## src/rtl/alu_csel_pkg.sv

```systemverilog
package alu_csel_pkg;
    typedef enum logic [3:0] {
        FN_ADD = 4'd0,
        FN_SUB = 4'd1,
        FN_RSB = 4'd2,
        FN_ADC = 4'd3,
        FN_AND = 4'd4,
        FN_ORR = 4'd5,
        FN_EOR = 4'd6,
        FN_BIC = 4'd7,
        FN_MOV = 4'd8,
        FN_MVN = 4'd9
    } fn_e;

    function automatic logic fn_is_arith(input logic [3:0] code);
        return code[3:2] == 2'b00;
    endfunction
endpackage

```

## src/rtl/csel_adder.sv

```systemverilog
module csel_adder #(
    parameter int WIDTH = 32,
    parameter int FIELD = 4
) (
    input  logic [WIDTH-1:0] x_i,
    input  logic [WIDTH-1:0] y_i,
    input  logic             cin_i,
    output logic [WIDTH-1:0] sum_o,
    output logic             cout_o,
    output logic             ovf_o
);
    localparam int NFIELD = WIDTH / FIELD;

    logic [NFIELD:0] carry;
    assign carry[0] = cin_i;

    for (genvar f = 0; f < NFIELD; f++) begin : g_field
        logic [FIELD-1:0] xf, yf;
        logic [FIELD:0]   sum_c0, sum_c1;
        logic             gen, prop;

        assign xf     = x_i[f*FIELD +: FIELD];
        assign yf     = y_i[f*FIELD +: FIELD];
        assign sum_c0 = {1'b0, xf} + {1'b0, yf};
        assign sum_c1 = {1'b0, xf} + {1'b0, yf} + {{FIELD{1'b0}}, 1'b1};
        assign gen    = sum_c0[FIELD];
        assign prop   = &(xf ^ yf);
        // field carry: generate, or propagate of the carry coming in
        assign carry[f+1] = gen | (prop & carry[f]);
        assign sum_o[f*FIELD +: FIELD] = carry[f] ? sum_c1[FIELD-1:0]
                                                  : sum_c0[FIELD-1:0];
    end

    assign cout_o = carry[NFIELD];
    assign ovf_o  = (x_i[WIDTH-1] == y_i[WIDTH-1]) &&
                    (sum_o[WIDTH-1] != x_i[WIDTH-1]);
endmodule

```

## src/rtl/logic_unit.sv

```systemverilog
module logic_unit
    import alu_csel_pkg::*;
#(
    parameter int WIDTH = 32
) (
    input  logic [WIDTH-1:0] a_i,
    input  logic [WIDTH-1:0] b_i,
    input  logic [3:0]       op_i,
    output logic [WIDTH-1:0] res_o
);
    always_comb begin
        unique case (op_i)
            FN_AND:  res_o = a_i & b_i;
            FN_ORR:  res_o = a_i | b_i;
            FN_EOR:  res_o = a_i ^ b_i;
            FN_BIC:  res_o = a_i & ~b_i;
            FN_MOV:  res_o = b_i;
            FN_MVN:  res_o = ~b_i;
            default: res_o = '0;
        endcase
    end
endmodule

```

## src/rtl/alu_csel_top.sv

```systemverilog
module alu_csel_top
    import alu_csel_pkg::*;
#(
    parameter int WIDTH = 32,
    parameter int FIELD = 4
) (
    input  logic             clk,
    input  logic             rst,
    input  logic [WIDTH-1:0] a_i,
    input  logic [WIDTH-1:0] b_i,
    input  logic             cin_i,
    input  logic [3:0]       op_i,
    output logic [WIDTH-1:0] res_o,
    output logic             n_o,
    output logic             z_o,
    output logic             c_o,
    output logic             v_o
);
    logic [WIDTH-1:0] add_x, add_y, add_sum, log_res, res_d;
    logic             add_cin, add_cout, add_ovf, arith;

    // operand steering for the adder
    always_comb begin
        add_x   = a_i;
        add_y   = b_i;
        add_cin = 1'b0;
        unique case (op_i)
            FN_SUB: begin add_y = ~b_i; add_cin = 1'b1; end
            FN_RSB: begin add_x = b_i; add_y = ~a_i; add_cin = 1'b1; end
            FN_ADC: add_cin = cin_i;
            default: ;
        endcase
    end

    csel_adder #(.WIDTH(WIDTH), .FIELD(FIELD)) u_add (
        .x_i(add_x), .y_i(add_y), .cin_i(add_cin),
        .sum_o(add_sum), .cout_o(add_cout), .ovf_o(add_ovf)
    );

    logic_unit #(.WIDTH(WIDTH)) u_log (
        .a_i(a_i), .b_i(b_i), .op_i(op_i), .res_o(log_res)
    );

    assign arith = fn_is_arith(op_i);
    assign res_d = arith ? add_sum : log_res;

    always_ff @(posedge clk) begin
        if (rst) begin
            res_o <= '0;
            n_o   <= 1'b0;
            z_o   <= 1'b0;
            c_o   <= 1'b0;
            v_o   <= 1'b0;
        end else begin
            res_o <= res_d;
            n_o   <= res_d[WIDTH-1];
            z_o   <= (res_d == '0);
            if (arith) begin
                c_o <= add_cout;
                v_o <= add_ovf;
            end
        end
    end
endmodule

```

## config.mk

```make
export PLATFORM = sky130hd
export DESIGN_NAME = alu_csel_top
export DESIGN_NICKNAME = d
export VERILOG_FILES = /design/src/rtl/alu_csel_pkg.sv /design/src/rtl/csel_adder.sv /design/src/rtl/logic_unit.sv /design/src/rtl/alu_csel_top.sv
export SDC_FILE = /design/constraint.sdc
export NUM_CORES = 1
export LEC_CHECK = 0
export ABC_CLOCK_PERIOD_IN_PS = 8100
export BUFFER_PORTS_ARGS = -buffer_cell sky130_fd_sc_hd__clkbuf_2
export CAP_MARGIN = 10
export CORE_MARGIN = 2
export CORE_UTILIZATION = 55
export CTS_CLUSTER_SIZE = 28
export DETAILED_ROUTE_END_ITERATION = 10
export GPL_TIMING_DRIVEN = 0
export PLACE_DENSITY = 0.84
export SYNTH_ARGS = -nofsm -noshare
export SYNTH_HDL_FRONTEND = slang
export SYNTH_SLANG_ARGS = --single-unit
```

## constraint.sdc

```tcl
create_clock -name clk -period 8.1 [get_ports clk]
set_input_delay 0 -clock clk [delete_from_list [all_inputs] [get_ports clk]]
set_output_delay 0 -clock clk [all_outputs]
set_load 0.03 [all_outputs]
```

==> results by group, run 1 <==
Timing
  – Tightest Pin Transition: approximately 860 ps
  – Maximum clock rate: about 140 MHz
  – Max_slew headroom: 42.3%
  – Final cycle utilization of the critical path: approximately nine tenths
  – Post-route minimum period: 7320 ps
  – Total of endpoints with negative setup slack in the final report: 0
  – Setup repair after global routing missed its margin: false
  – Number of pins with negative max-slew slack in the final report: 0
  – Total Negative Setup Slacks: 0 ps
  – Worst clock skew: 0 ps
  – Endpoints failing hold: 0

Worst hold path
  – Hold/Removal Path Class: in -> reg
  – Depth of the worst hold-timing path: 5
  – Worst Hold Endpoint: res_o[26]
  – Worst Hold Launch: a_i[26]

Place
  – Detailed Place HPWL: between 15 and 20 mm
  – I/O Buffers: between 90 and 100
  – Final Wtd Congestion: between 1 and 1.5
  – Cell Count Post-Placement: approximately 1,200
  – Placed Instance Area: about 0.0073 sq mm

Power
  – Power per unit of standard cell area: 132 mW/mm^2
  – Leakage power total: approximately 3.3 nW
  – Overall power: 984 uW
  – VDD IR max: 0.0000684 V

Worst setup path
  – Critical path peak fanout: 10
  – Beginning of the worst register-to-register path: c_o
  – Required time of the critical path: 8300 ps
  – Number of buffers and inverters on the critical path: 6
  – Reg-to-reg endpoint: c_o
  – R2R cell count: 2
  – Setup slack, reg-to-reg: roughly 7400 ps
  – Worst EP arrival: 7520 ps
  – Top Family by Delay on Critical Path: simple AND/OR/NAND/NOR gates
  – Longest individual stage delay on the worst path: between 700 and 800 ps
  – Crit path kind: in -> reg
  – Chain of cells forming the critical path: clkbuf_2, nor2_1, clkbuf_1, buf_1, clkbuf_1, buf_1, nand2_1, nor2_1, a21oi_1, o21ai_0, ha_1, inv_1, fa_1, nand2b_1, a21o_1, o221a_2, o21ai_2, mux2_2, a221oi_1, nand4_1, nor4_1, nand4_1, nor4_2
  – Worst path slowest cell: sky130_fd_sc_hd__nor4_1
  – Startpoint Class: input port
  – Element type at the critical path end: flip-flop

Synth
  – Sequential fraction of the synthesis area: about a tenth
  – Synthesized instance count: 995
  – Synth Flop Type: sky130_fd_sc_hd__dfxtp_1
  – Register bit total from synthesis: 35
  – Syn_area_per_cell: between 6 and 7 sq um
  – Synth warn: 0
  – Net count after synthesis: 1,146
  – Count of unique library cells instantiated by Yosys: 76
  – Fraction of registers with async set/reset: 0%
  – Cell area after synthesis: about 0.0067 sq mm
  – Number of enable-type register cells in the synthesized netlist: 0

Final layout
  – Fraction of the core area covered by cells at the end of the flow: between 60% and 70%
  – Reg area: roughly 700 sq um
  – Share of layout cells above drive strength 1: between 10 and 15%
  – Non-filler instance count after layout: 1,246
  – Highest-count cells in the layout ignoring fill and taps: sky130_fd_sc_hd__a21oi_1 (113), sky130_fd_sc_hd__clkbuf_2 (96), sky130_fd_sc_hd__nand2_1 (90)
  – Combined area of the multi-input logic cells: 0.00534 sq mm
  – Cell area after layout: about 0.0075 sq mm
  – Area growth from synthesis to layout: 12.0%
  – Number of inserted filler cells in the final layout: about 1,200
  – Commonest non-fill, non-tap cell in the layout: sky130_fd_sc_hd__a21oi_1
  – Nets: 1,249
  – Diodes inserted: 0

Routing
  – Post-DR vias/cell: approximately 6.7
  – Residual DRC: 0
  – First drt pass iteration count: 8
  – Number of nets with antenna violations after routing: 0
  – Total via count in the routed design: roughly 8,400
  – Final WL: between 20 and 30 mm
  – Average detailed-routed wire length per instance: 21.1 um
  – First-iteration detailed-routing DRC count: ~1,200

Status
  – Status: completed

Clock network
  – CTS Root Buffer Type: sky130_fd_sc_hd__clkbuf_16
  – CTS tree: built
  – Number of post-CTS setup repair buffers: 0
  – Clock slew at reported path FFs: approximately 60 ps
  – Quantity of gates resized following cts: 0
  – Clock Sinks: 35
  – # H-tree levels: 2
  – Maximum clock path buffer count: 2
  – Count of hold-fix buffers inserted at cts: 0
  – Number of buffers created by CTS: 5
  – Worst-Skew Late Latency: 280 ps

Global routing
  – Via count of the first global-routing pass: around 7,700
  – Antenna violations before repair: 0
  – Maximum number of pins on one net before global-route repair: 11
  – Overflow left after global routing: 0
  – Total Routing Usage GR: 39.8%
  – First-pass GRT wire length: 40.3 mm

Die
  – Vertical extent of the die: ~110 um
  – Die ar.: 0.0130 sq mm
  – Initial standard-cell utilization of the core: a little under three fifths
  – Standard cell core area: roughly 0.012 sq mm
  – Number of core rows: 40
  – Die width: between 100 and 150 um
  – Number of placed I/O pins: between 100 and 150

Run
  – Reported max-cap violation count: 0
==> stage by stage <==
step / hold slack (ps) / setup slack (ps)
after global placement: 402 / 962
after floorplan: 247 / 3440
after CTS: 128 / 1250
final: 132 / 782
after detailed placement: 425 / 989
after global routing: 157 / 693
==> layer usage <==
layer | global-route usage (%) | vias up | routed length (um)
met5 | 0 | - | 0
met2 | 59.0 | 697 | 10700
met4 | 28.6 | 0 | 2100
met1 | 50.2 | 3697 | 9630
li1 | - | 3826 | -
met3 | 9.74 | 169 | 3780
==> worst reg2reg max path, cell delays in order (launching register included) <==
cell	delay (ps)
sky130_fd_sc_hd__dfxtp_1	330
sky130_fd_sc_hd__nor2_1	50
sky130_fd_sc_hd__a311oi_1	280
==> cells by family after synthesis <==
logic type / share of synthesized area, %
flops: 10.5
fa+ha+maj: 15.9
buf+inv: 9.39
mux: 1.58
compound gates: 35.0
simple gates: 22.1
xor+xnor: 5.52
==> worst max-delay path by stage <==
stage / slack (ps) / start / to / depth (start not counted)
2_1_floorplan: 3440 / op_i[2] / z_o / 22
3_3_place_gp: 960 / op_i[2] / z_o / 23
3_5_place_dp: 990 / op_i[2] / z_o / 23
4_1_cts: 1250 / op_i[2] / z_o / 23
5_1_grt: 690 / op_i[2] / z_o / 23
6_report: 780 / op_i[2] / z_o / 23
==> registers in the layout, indices dropped and copies added (netlist names) <==
signal  count
c_o         1
res_o      32
z_o         1
v_o         1
==> power breakdown <==
part	switching [mW]	leakage (nW)	internal, mW
Combinational	0.384	2.98	0.218
Sequential	0.00436	0.288	0.190
Clock	0.0739	0.0679	0.114
Total	0.462	3.33	0.522
==> Yosys cell counts, types with 4 or more instances <==
cell | number | area share (%)
sky130_fd_sc_hd__a311oi_1 | 5 | 0.66
sky130_fd_sc_hd__a22oi_1 | 10 | 1.1
sky130_fd_sc_hd__nand2b_1 | 6 | 0.56
sky130_fd_sc_hd__o22ai_1 | 35 | 3.3
sky130_fd_sc_hd__nor2_1 | 75 | 4.2
sky130_fd_sc_hd__buf_1 | 16 | 0.90
sky130_fd_sc_hd__o221ai_1 | 6 | 0.79
sky130_fd_sc_hd__xor2_1 | 12 | 1.6
sky130_fd_sc_hd__dfxtp_1 | 35 | 11
sky130_fd_sc_hd__xnor2_1 | 30 | 3.9
sky130_fd_sc_hd__nor2b_1 | 22 | 2.1
sky130_fd_sc_hd__o21ai_0 | 71 | 5.3
sky130_fd_sc_hd__a2111oi_0 | 4 | 0.53
sky130_fd_sc_hd__buf_2 | 11 | 0.83
sky130_fd_sc_hd__nand3_1 | 34 | 2.6
sky130_fd_sc_hd__mux2i_1 | 6 | 0.90
sky130_fd_sc_hd__nor4_1 | 4 | 0.38
sky130_fd_sc_hd__a21oi_1 | 113 | 8.5
sky130_fd_sc_hd__or3_1 | 6 | 0.56
sky130_fd_sc_hd__nand2_1 | 90 | 5.1
sky130_fd_sc_hd__fa_1 | 8 | 2.4
sky130_fd_sc_hd__inv_1 | 77 | 4.3
sky130_fd_sc_hd__clkbuf_1 | 48 | 2.7
sky130_fd_sc_hd__a211oi_1 | 13 | 1.5
sky130_fd_sc_hd__nand4_1 | 15 | 1.4
sky130_fd_sc_hd__a21o_1 | 29 | 3.3
sky130_fd_sc_hd__o211ai_1 | 7 | 0.79
sky130_fd_sc_hd__a221oi_1 | 11 | 1.4
sky130_fd_sc_hd__nor3_1 | 29 | 2.2
sky130_fd_sc_hd__ha_1 | 72 | 14
sky130_fd_sc_hd__a31oi_1 | 10 | 0.94
sky130_fd_sc_hd__o31ai_1 | 12 | 1.4
sky130_fd_sc_hd__mux2_2 | 4 | 0.68
==> layout make-up <==
class | count | area share (%)
Clock inverter | 1 | 0.0670
Sequential cell | 35 | 9.38
Multi-Input combinational cell | 803 | 71.5
Inverter | 78 | 3.92
Clock buffer | 7 | 1.78
Tap cell | 147 | 2.46
Timing Repair Buffer | 96 | 6.43
Buffer | 79 | 4.46
No activity file was read; power rests on OpenSTA's default activity.
==> inputs of run 2 (changes only) <==
--- a/config.mk
+++ b/config.mk
@@ -5,7 +5,7 @@
 export SDC_FILE = /design/constraint.sdc
 export NUM_CORES = 1
 export LEC_CHECK = 0
-export ABC_CLOCK_PERIOD_IN_PS = 8100
+export ABC_CLOCK_PERIOD_IN_PS = 9100
 export BUFFER_PORTS_ARGS = -buffer_cell sky130_fd_sc_hd__clkbuf_2
 export CAP_MARGIN = 10
 export CORE_MARGIN = 2
@@ -13,7 +13,7 @@
 export CTS_CLUSTER_SIZE = 28
 export DETAILED_ROUTE_END_ITERATION = 10
 export GPL_TIMING_DRIVEN = 0
-export PLACE_DENSITY = 0.84
+export PLACE_DENSITY_LB_ADDON = 0.2
 export SYNTH_ARGS = -nofsm -noshare
 export SYNTH_HDL_FRONTEND = slang
 export SYNTH_SLANG_ARGS = --single-unit
==> constraint.sdc (replaced) <==
create_clock -name clk -period 9.1 [get_ports clk]
set_input_delay 0 -clock clk [delete_from_list [all_inputs] [get_ports clk]]
set_output_delay 0 -clock clk [all_outputs]
set_load 0.03 [all_outputs]
==> results by group, run 2 (synthesis gave the netlist of run 1 again) <==
Status
  – Status: completed

Clock network
  – Clock Sinks: 35
  – CTS tree: built
  – Worst-Skew Late Latency: between 200 and 300 ps
  – Clock slew at reported path FFs: ~50 ps
  – Number of post-CTS setup repair buffers: 0
  – Number of buffers created by CTS: 5
  – Quantity of gates resized following cts: 0
  – # H-tree levels: 2
  – Count of hold-fix buffers inserted at cts: 0
  – Maximum clock path buffer count: 2
  – CTS Root Buffer Type: sky130_fd_sc_hd__clkbuf_16

Power
  – Power per unit of standard cell area: approximately 120 mW/mm^2
  – Leakage power total: ~3.3 nW
  – VDD IR max: between 0.00006 and 0.00007 V

Final layout
  – Largest reg by FF count: res_o
  – Non-filler instance count after layout: about 1,200
  – Fraction of the core area covered by cells at the end of the flow: 62.8%
  – Commonest non-fill, non-tap cell in the layout: sky130_fd_sc_hd__a21oi_1
  – Diodes inserted: 0
  – Max FFs per register: 32
  – Nets: roughly 1,200
  – Share of layout cells above drive strength 1: 12.9%
  – Highest-count cells in the layout ignoring fill and taps: sky130_fd_sc_hd__a21oi_1 (113), sky130_fd_sc_hd__clkbuf_2 (96), sky130_fd_sc_hd__nand2_1 (90)
  – Cell area after layout: 0.00749 sq mm
  – Number of inserted filler cells in the final layout: between 1,000 and 1,500
  – Area growth from synthesis to layout: 12.3%

Worst setup path
  – Beginning of the worst register-to-register path: c_o
  – Worst EP arrival: ~7500 ps
  – Required time of the critical path: 9300 ps
  – Critical path peak fanout: 10
  – Startpoint Class: input port
  – Setup slack, reg-to-reg: 8360 ps
  – Crit path kind: in -> reg
  – Launching element of the worst setup path: op_i[2]
  – Element type at the critical path end: flip-flop

Routing
  – Total via count in the routed design: between 8,000 and 9,000
  – First drt pass iteration count: 8
  – First-iteration detailed-routing DRC count: between 1,000 and 1,500
  – Final WL: around 27 mm
  – Average detailed-routed wire length per instance: around 21 um
  – Residual DRC: 0
  – Number of nets with antenna violations after routing: 0
  – Post-DR vias/cell: between 6 and 7

Die
  – Number of placed I/O pins: about 110
  – Number of core rows: 40
  – Initial standard-cell utilization of the core: 56.0%
  – Die ar.: ~0.013 sq mm
  – Standard cell core area: ~0.012 sq mm
  – Die width: approximately 110 um
  – Vertical extent of the die: between 100 and 150 um

Place
  – DP Worst Slack: 1780 ps
  – Placed Instance Area: between 0.007 and 0.008 sq mm
  – Cell Count Post-Placement: ~1,200
  – I/O Buffers: 96
  – Detailed Place HPWL: between 20 and 25 mm
  – Final Wtd Congestion: slightly above 1

Worst hold path
  – Worst Hold Launch: a_i[27]
  – Hold/Removal Path Class: in -> reg

Timing
  – Total Negative Setup Slacks: 0 ps
  – Maximum clock rate: around 140 MHz
  – Endpoints failing hold: 0
  – Number of pins with negative max-slew slack in the final report: 0
  – Worst clock skew: 0 ps
  – Final cycle utilization of the critical path: 80.5%
  – Total of endpoints with negative setup slack in the final report: 0
  – Post-route minimum period: about 7300 ps
  – Setup repair after global routing missed its margin: false
  – Tightest Pin Transition: roughly 930 ps
  – Max_slew headroom: 37.8%
  – Worst setup margin: around 1800 ps

Global routing
  – Via count of the first global-routing pass: around 7,500
  – Maximum number of pins on one net before global-route repair: 11
  – Antenna violations before repair: 0
  – Total Routing Usage GR: 40.7%
  – First-pass GRT wire length: just over 40 mm
  – Overflow left after global routing: 0

Run
  – Reported max-cap violation count: 0
run 2: path summary, 6_finish.rpt:
check,endpoint,depth (start not counted)
setup / recovery,z_o,23
hold / removal,res_o[27],5
setup reg to reg,c_o,2
hold reg to reg,c_o,2
run 2: where the power goes:
group / leakage [nW] / internal (mW) / total (mW) / switching (mW)
clock network: 0.0772 / 0.117 / 0.183 / 0.0665
logic: 2.98 / 0.194 / 0.535 / 0.341
registers: 0.288 / 0.169 / 0.173 / 0.00385
run 2: metal layers:
metal / global-route usage (%) / vias to the layer above / part of all wire (%) / routed length [um]
met5: 0 / - / 0 / 0
met4: 26.6 / 0 / 7.5 / 2010
met3: 8.52 / 137 / 12 / 3310
met2: 61.5 / 617 / 42 / 11100
met1: 52.3 / 3801 / 39 / 10300
li1: - / 3827 / - / -
run 2: through the flow:
| step | total power [mW] | hold slack (ps) |
|---|---|---|
| floorplan | 0.549 | 247 |
| global placement | 0.687 | 410 |
| detailed placement | 0.695 | 412 |
| CTS | 0.881 | 123 |
| global route | 0.946 | 181 |
| finish | 0.891 | 123 |
run 2: worst max-delay path: stages:
cell and delay (ps):
sky130_fd_sc_hd__clkbuf_2 180, sky130_fd_sc_hd__nor2_1 480, sky130_fd_sc_hd__clkbuf_1 710, sky130_fd_sc_hd__buf_1 510, sky130_fd_sc_hd__clkbuf_1 540, sky130_fd_sc_hd__buf_1 570, sky130_fd_sc_hd__nand2_1 350, sky130_fd_sc_hd__nor2_1 160
sky130_fd_sc_hd__a21oi_1 50, sky130_fd_sc_hd__o21ai_0 220, sky130_fd_sc_hd__ha_1 220, sky130_fd_sc_hd__inv_1 60, sky130_fd_sc_hd__fa_1 390, sky130_fd_sc_hd__nand2b_1 160, sky130_fd_sc_hd__o2bb2ai_1 240, sky130_fd_sc_hd__o221a_2 350
sky130_fd_sc_hd__o21ai_2 170, sky130_fd_sc_hd__mux2_2 400, sky130_fd_sc_hd__a221oi_1 450, sky130_fd_sc_hd__nand4_1 160, sky130_fd_sc_hd__nor4_1 670, sky130_fd_sc_hd__nand4_1 230, sky130_fd_sc_hd__nor4_2 240
run 2: area by class of cell:
class / instances / area [sq um] / share of cell area [%]
multi-input cells: 803 / 5340 / 71.3
repair buffers: 96 / 480 / 6.42
plain buffers: 79 / 333 / 4.45
flip-flops and latches: 35 / 701 / 9.36
clock buffers: 8 / 156 / 2.09
inverters: 78 / 293 / 3.91
well taps: 147 / 184 / 2.46
==> inputs of run 3 (changes only) <==
--- a/config.mk
+++ b/config.mk
@@ -5,11 +5,11 @@
 export SDC_FILE = /design/constraint.sdc
 export NUM_CORES = 1
 export LEC_CHECK = 0
-export ABC_CLOCK_PERIOD_IN_PS = 9100
+export ABC_CLOCK_PERIOD_IN_PS = 6200
 export BUFFER_PORTS_ARGS = -buffer_cell sky130_fd_sc_hd__clkbuf_2
 export CAP_MARGIN = 10
 export CORE_MARGIN = 2
-export CORE_UTILIZATION = 55
+export CORE_UTILIZATION = 54
 export CTS_CLUSTER_SIZE = 28
 export DETAILED_ROUTE_END_ITERATION = 10
 export GPL_TIMING_DRIVEN = 0
==> constraint.sdc (replaced) <==
create_clock -name clk -period 6.2 [get_ports clk]
set_input_delay 0 -clock clk [delete_from_list [all_inputs] [get_ports clk]]
set_output_delay 0 -clock clk [all_outputs]
set_load 0.03 [all_outputs]
==> results by group, run 3 (synthesis gave the netlist of run 1 again) <==
Status
  – Status: completed

Timing
  – Worst clock skew: 0 ps
  – Endpoints failing hold: 0
  – Final cycle utilization of the critical path: a little over nine tenths
  – Total Negative Setup Slacks: 0 ps
  – Post-route minimum period: around 6000 ps
  – Total of endpoints with negative setup slack in the final report: 0
  – Max_slew headroom: about 44%
  – Setup repair after global routing missed its margin: false
  – Number of pins with negative max-slew slack in the final report: 0
  – Maximum clock rate: 166 MHz
  – Tightest Pin Transition: roughly 840 ps

Global routing
  – First-pass GRT wire length: just over 40 mm
  – Via count of the first global-routing pass: roughly 7,500
  – Maximum number of pins on one net before global-route repair: 11
  – Antenna violations before repair: 0
  – Total Routing Usage GR: slightly below 40%
  – Overflow left after global routing: 0

Clock network
  – Clock slew at reported path FFs: around 50 ps
  – Number of buffers created by CTS: 5
  – Number of post-CTS setup repair buffers: 0
  – CTS tree: built
  – Count of hold-fix buffers inserted at cts: 0
  – # H-tree levels: 2
  – CTS Root Buffer Type: sky130_fd_sc_hd__clkbuf_16
  – Clock Sinks: 35
  – Maximum clock path buffer count: 2
  – Worst-Skew Late Latency: 280 ps

Place
  – Detailed Place HPWL: roughly 20 mm
  – Placed Instance Area: between 0.007 and 0.008 sq mm
  – Cell Count Post-Placement: roughly 1,200
  – Final Wtd Congestion: 0.996
  – I/O Buffers: 96

Power
  – Power per unit of standard cell area: 173 mW/mm^2
  – Leakage power total: between 3 and 4 nW
  – VDD IR max: approximately 0.0001 V

Final layout
  – Commonest non-fill, non-tap cell in the layout: sky130_fd_sc_hd__a21oi_1
  – Non-filler instance count after layout: 1,245
  – Area growth from synthesis to layout: 12.7%
  – Diodes inserted: 0
  – Nets: roughly 1,200
  – Highest-count cells in the layout ignoring fill and taps: sky130_fd_sc_hd__a21oi_1 (112), sky130_fd_sc_hd__clkbuf_2 (107), sky130_fd_sc_hd__nand2_1 (90)
  – Share of layout cells above drive strength 1: 14.6%
  – Cell area after layout: 0.00751 sq mm
  – Max FFs per register: 32
  – Largest reg by FF count: res_o

Routing
  – Residual DRC: 0
  – Average detailed-routed wire length per instance: 21.0 um
  – First drt pass iteration count: 7
  – First-iteration detailed-routing DRC count: roughly 1,300
  – Final WL: about 26 mm
  – Post-DR vias/cell: a little under 7
  – Number of nets with antenna violations after routing: 0
  – Total via count in the routed design: 8,376

Die
  – Initial standard-cell utilization of the core: a little under three fifths
  – Number of placed I/O pins: 107
  – Die ar.: about 0.013 sq mm
  – Vertical extent of the die: roughly 120 um
  – Die width: around 120 um
  – Number of core rows: 40
  – Standard cell core area: about 0.012 sq mm

Worst setup path
  – Setup slack, reg-to-reg: roughly 5500 ps
  – Worst EP arrival: 6220 ps
  – Startpoint Class: input port
  – Critical path peak fanout: 10
  – Required time of the critical path: approximately 6400 ps
  – Element type at the critical path end: flip-flop
  – Crit path kind: in -> reg

Worst hold path
  – Hold/Removal Path Class: in -> reg

Run
  – Reported max-cap violation count: 0
run 3: area by class of cell:
| cell class | count | area [sq um] |
|---|---|---|
| buffer | 78 | 347 |
| clock buffer | 8 | 156 |
| fill | 1219 | 4500 |
| inverter | 78 | 293 |
| multi-input combinational | 803 | 5350 |
| sequential | 35 | 701 |
| tap | 147 | 184 |
| timing repair buffer | 96 | 480 |
run 3: where the power goes:
part	internal (mW)	switching, mW	total (mW)
registers	0.248	0.00539	0.253
logic	0.286	0.499	0.785
clock network	0.171	0.0937	0.265
run 3: repair_timing:
action,CTS,global route
endpoints found under the setup margin,3,2
gates resized for setup,8,16
pin swaps,0,0
run 3: path summary, 6_finish.rpt:
path	start	to	cells past startpoint
setup reg to reg	c_o	c_o	2
hold reg to reg	c_o	c_o	2
hold / removal	a_i[26]	res_o[26]	5
setup / recovery	op_i[2]	z_o	23
run 3: stage by stage:
step / utilization, % / worst slack, ps / hold WS [ps] / power, mW
6_report: 62.6 / 168 / 129 / 1.30
2_1_floorplan: - / 1540 / 247 / 0.805
4_1_cts: 62.4 / 10.6 / 137 / 1.28
3_3_place_gp: 61.0 / -1060 / 419 / 1.01
3_5_place_dp: 61.0 / -1110 / 425 / 1.01
5_1_grt: 62.6 / 28.8 / 146 / 1.39
run 3: metal layers:
layer  global-route usage [%]  vias to the layer above  wire [um]
met4                     24.2                        0       1830
li1                         -                     3826          -
met2                     59.5                      622      10800
met5                        0                        -          0
met1                     53.0                     3790       9990
met3                     7.33                      138       3450
run 3: worst max-delay path: stages:
cell	delay [ps]
sky130_fd_sc_hd__clkbuf_2	170
sky130_fd_sc_hd__nor2_2	310
sky130_fd_sc_hd__clkbuf_2	420
sky130_fd_sc_hd__buf_2	360
sky130_fd_sc_hd__clkbuf_2	340
sky130_fd_sc_hd__buf_2	310
sky130_fd_sc_hd__nand2_1	270
sky130_fd_sc_hd__nor2_1	180
sky130_fd_sc_hd__a21oi_1	60
sky130_fd_sc_hd__o21ai_0	200
sky130_fd_sc_hd__ha_1	220
sky130_fd_sc_hd__inv_1	60
sky130_fd_sc_hd__fa_1	390
sky130_fd_sc_hd__nand2b_1	180
sky130_fd_sc_hd__a21o_1	260
sky130_fd_sc_hd__o221a_2	310
sky130_fd_sc_hd__o21ai_2	170
sky130_fd_sc_hd__mux2_2	400
sky130_fd_sc_hd__a221oi_1	480
sky130_fd_sc_hd__nand4_1	180
sky130_fd_sc_hd__nor4_2	510
sky130_fd_sc_hd__nand4_1	190
sky130_fd_sc_hd__nor4_2	240
